$ cat config.mk
export PLATFORM = sky130hd
export DESIGN_NAME = vdp_regport
export DESIGN_NICKNAME = d
export VERILOG_FILES = /design/src/rtl/vdp_regport.sv
export SDC_FILE = /design/constraint.sdc
export NUM_CORES = 1
export LEC_CHECK = 0
export ABC_CLOCK_PERIOD_IN_PS = 2300
export BUFFER_PORTS_ARGS = -buffer_cell sky130_fd_sc_hd__buf_2
export CORE_MARGIN = 2
export CORE_UTILIZATION = 53
export DETAILED_ROUTE_END_ITERATION = 8
export PLACE_DENSITY_LB_ADDON = 0.3
export SETUP_SLACK_MARGIN = 0.02
export SYNTH_ARGS = -nofsm -noshare
export SYNTH_HDL_FRONTEND = slang
export SYNTH_SLANG_ARGS = --single-unit
$ cat constraint.sdc
create_clock -name clk -period 2.3 [get_ports clk]
set_input_delay 0.46 -clock clk [delete_from_list [all_inputs] [get_ports clk]]
set_output_delay 0.46 -clock clk [all_outputs]
set_load 0.02 [all_outputs]
$ cat src/rtl/vdp_regport.sv
module vdp_regport #(
  parameter int ADDR_W       = 13,
  parameter int DECAY_CYCLES = 5_000_000
) (
  input  logic              clk,
  input  logic              rst_n,
  input  logic [ADDR_W-1:0] cpu_addr,
  input  logic              cs,
  input  logic              rd,
  input  logic              wr,
  input  logic [7:0]        wdata,
  input  logic [2:0]        status_in,
  input  logic [7:0]        spr_data,
  input  logic [7:0]        vram_data,
  output logic [7:0]        rdata
);
  localparam int CNT_W = $clog2(DECAY_CYCLES + 1);
  localparam logic [CNT_W-1:0] LIMIT = CNT_W'(DECAY_CYCLES - 1);

  logic [2:0]       slot;
  logic [7:0]       bus_q;
  logic [CNT_W-1:0] idle_q;
  logic             readable, rd_go, wr_go, load, at_limit;
  logic [7:0]       rd_val;

  assign slot     = cpu_addr[2:0];
  assign readable = (slot == 3'd2) || (slot == 3'd4) || (slot == 3'd7);
  assign rd_go    = cs && rd;
  assign wr_go    = cs && wr;
  assign load     = wr_go || (rd_go && readable);
  assign at_limit = (idle_q == LIMIT);

  always_comb begin
    case (slot)
      3'd2:    rd_val = {status_in, bus_q[4:0]};
      3'd4:    rd_val = spr_data;
      3'd7:    rd_val = vram_data;
      default: rd_val = bus_q;
    endcase
  end

  always_ff @(posedge clk) begin
    if (!rst_n) begin
      bus_q  <= '0;
      idle_q <= '0;
      rdata  <= '0;
    end else begin
      if (rd_go) rdata <= rd_val;
      if (load) begin
        bus_q  <= wr_go ? wdata : rd_val;
        idle_q <= '0;
      end else if (at_limit) begin
        bus_q  <= '0;
      end else begin
        idle_q <= idle_q + 1'b1;
      end
    end
  end

  AST_WRITE_LOADS: assert property (@(posedge clk) disable iff (!rst_n)
    wr_go |=> bus_q == $past(wdata));
  AST_WO_READ: assert property (@(posedge clk) disable iff (!rst_n)
    (rd_go && !readable) |=> rdata == $past(bus_q));
  AST_STATUS_MERGE: assert property (@(posedge clk) disable iff (!rst_n)
    (rd_go && slot == 3'd2) |=> rdata == {$past(status_in), $past(bus_q[4:0])});
  AST_READ_LOADS: assert property (@(posedge clk) disable iff (!rst_n)
    (rd_go && !wr_go && readable) |=> bus_q == rdata);
  AST_DECAY_CLEAR: assert property (@(posedge clk) disable iff (!rst_n)
    (at_limit && !load) |=> bus_q == 8'h00);
  AST_IDLE_HOLD: assert property (@(posedge clk) disable iff (!rst_n)
    (!load && !at_limit) |=> $stable(bus_q));
  AST_RDATA_HOLD: assert property (@(posedge clk) disable iff (!rst_n)
    !rd_go |=> $stable(rdata));
endmodule

==> impl_results.md <==
* Num CTS Buffers at 5
* R2r setup slk at roughly 0.43 ns
* CP top delay family: simple AND/OR/NAND/NOR gates
* Slew Viols, Final at 0
* DR vias at 2012
* Status: finished, final reports clean
* Post-synthesis xor/xnor area fraction at ~4.2%
* Via density at 6.01
* Fillers at between 300 and 400
* Critical path cell sequence: nor4b_1 -> and4_1 -> nand2_1 -> a32o_1
* Initial Util at 54.3%
* Dpl hpwl at around 3600 µm
* Clock Latency Late Sink at between 0.2 and 0.3 ns
* Primary FF master, synth: dfxtp_1
* Worst-margin pin slew at 0.798 ns
* Area Growth Syn to Fin at 16.9%
* GRT overflow at 0
* Fraction of registers with async set/reset at 0%
* HP Start: rdata[7]
* Hold Path End: rdata[7]
* Chip Width at 67.3 µm
* Setup TNS at 0 ns
* Max VDD drop at approximately 320 µV
* Fmax at about 0.53 GHz
* Hold Crit Depth at 2
* Clk buf depth at 2
* Crit path buffers/inverters at 0
* Main combinational cell family by area after synthesis: simple AND/OR/NAND/NOR gates
* Synth top area cells: dfxtp_1 37%, a32o_1 6.1%, a21oi_1 5.2%
* CP Launch Type: flop
* Final setup violation count at 0
* Multi-input logic area at ~1200 µm²
* First-pass GRT wire length at around 8000 µm
* Area of the die at 4530 µm²
* Initial antenna violation count at 0
* RSZ-0062 raised after global routing: no
* Pin count of the biggest net entering global routing at 20
* Final #Nets at 330
* P_leak at between 0.9 and 1 nW
* CTS resizes at 0
* Clock Root Buffer: clkbuf_8
* Minimum clock period at between 1.5 and 2 ns
* Register bit total from synthesis at 39
* Worst R2R Start: idle_q[15]
* Syn_nets at 288
* DRC errors left at 0
* Sequential area share after synthesis at a little under two fifths
* Avg Inst Size Synth at between 8 and 9 µm²
* Worst Setup Path Type: flop to flop
* Max stage delay on crit path at ~0.45 ns
* Worst Hold Class: flop to flop
* Total GRT Usage at between 20% and 30%
* Tcrit/Tclk final at between 80% and 90%
* Top Ports at 53
* RR Endpoint: bus_q[7]
* Leading area contributor after synthesis: dfxtp_1
* Drt total wl at about 4800 µm
* Fin. Hold Viols at 0
* R2R cell count at 4
* Data required time at the worst endpoint at between 2 and 2.5 ns
* Core Region at 3910 µm²
* Share of cells above drive strength 1 at approximately a quarter
* Core Rows at 23
* First DRT Iteration DRCs at roughly 120
* Antenna Violating Nets Remaining at 0
* Post-synthesis simple-gate area fraction at between 20% and 30%
* CTS tree: built
* Unique masters post-synth at 50
* Diodes inserted at 0
* Slowest stage cell, crit path: nor4b_1
* Power, Total at roughly 1.5 mW
* Post-Synth Adder-Cell Area at less than 1%
* Chip height at 67.3 µm
* Crit-path max FO at 10
* Setup bufs post-CTS at 0
* Buffers on Ports at between 40 and 50
* WL per Instance at 14.3 µm
* Gate count of the mapped netlist at between 200 and 250
* Vias in the first global route at 1688
* Clock skew at 0.00929 ns
* First-pass DRT Iterations at 4
* Pwr/cell area at 591 nW/µm²
* Placer congestion estimate at ~0.8
* Cell area after synthesis at roughly 2100 µm²
* H-tree levels at 2
* Rel. slew slack at 46.7%
* Crit end category: flop
* Warning count from the yosys run at 0
* Multiplexer share of the synthesized area at less than 1%
* Storage element area at between 700 and 800 µm²
* Max-Cap Viols at 0
* Compound-Gate Fraction of Synth Area at between 20 and 30%
* Clock-pin slew on the worst setup and hold paths at about 0.080 ns
* Data arrival, critical path at 2.06 ns
* # clock sinks at 39
* Number of synthesized flops with an enable pin at 0
* Cts hold-fix bufs at 0
* Share of the synthesized area in the top cell type at a little under two fifths
-- cell type report --
class	instances	share of cell area, %
Inverter	6	0.907
Clock buffer	5	2.77
Clock inverter	3	1.76
Tap cell	50	2.52
Timing Repair Buffer	48	10.3
Sequential cell	39	31.5
Multi-Input combinational cell	184	50.3
-- synthesized netlist by cell type (3+ instances only) --
cell type and count:
nor2_1 7, nand4b_1 3, and3b_1 5, o221a_2 3, and4_1 4, a21oi_1 22
buf_4 3, dfxtp_1 39, nand4_1 9, nand2_1 17, and2_1 5, clkbuf_1 5
inv_1 5, nor3_1 8, nand3_1 8, o311ai_0 3, xor2_1 3, o21ai_0 16
a32o_1 13, a21o_1 5, a22o_1 3, o31ai_1 3, xnor2_1 4, or2_2 5
or4_1 3, nor4b_1 3, or3_1 8
-- logic make-up (layout without fill, tap and decap cells) --
kind of cell,Yosys count,in the layout
multiplexers,2,2
flip-flops,39,39
XOR/XNOR,8,8
AND/OR/NAND/NOR,97,97
buffers and inverters,19,62
adder cells (fa/ha/maj),1,1
AO/OA/AOI/OAI,76,76
-- worst max-delay path by stage --
stage | startpoint | endpoint | slack (ns) | depth (start not counted)
global placement | cpu_addr[2] | idle_q[0] | 0.24 | 5
CTS | idle_q[15] | bus_q[3] | 0.46 | 4
floorplan | cpu_addr[2] | bus_q[5] | 0.48 | 5
global route | idle_q[15] | bus_q[2] | 0.29 | 4
detailed placement | cpu_addr[2] | idle_q[7] | 0.16 | 5
finish | idle_q[15] | bus_q[7] | 0.43 | 4
-- metrics by stage --
stage	instance area [µm²]	setup WS, ns	hold WS (ns)	util (%)	instances
floorplan	2120	0.483	0.446	-	242
global placement	2370	0.243	0.439	60.5	327
detailed placement	2370	0.161	0.445	60.5	327
CTS	2480	0.458	0.457	63.4	335
global route	2480	0.295	0.478	63.4	335
finish	2480	0.429	0.453	63.4	335
-- registers in the layout, summed over array words and instances, names as in the netlist --
register / count
bus_q: 8
idle_q: 23
rdata: 8
-- routing by layer --
layer | GRT usage (%) | routed length, µm | vias to the layer above
met2 | 36.1 | 2230 | 44
met1 | 31.6 | 2220 | 946
li1 | - | - | 1017
met4 | 5.36 | 50 | 0
met5 | 0 | 0 | -
met3 | 4.83 | 291 | 5
-- cell usage in the layout (no fill, tap or decap), types with 6 or more instances in the layout --
cell | synthesis | routed
or3_1 | 8 | 8
nand2_1 | 17 | 17
buf_2 | 2 | 42
nor3_1 | 8 | 8
nor2_1 | 7 | 7
o21ai_0 | 16 | 16
a21oi_1 | 22 | 22
dfxtp_1 | 39 | 39
nand3_1 | 8 | 8
nand4_1 | 9 | 9
a32o_1 | 13 | 13
buf_4 | 3 | 6
-- worst min-delay path, stage by stage, from the launching register on --
cell and delay, ns:
dfxtp_1 0.31, nand2_1 0.05, a21oi_1 0.05
-- where the power goes --
| group | internal, mW | switching [mW] |
|---|---|---|
| registers | 0.697 | 0.0136 |
| logic | 0.0870 | 0.106 |
| clock network | 0.323 | 0.241 |
| total | 1.11 | 0.361 |
No activity file was read; power rests on OpenSTA's default activity.
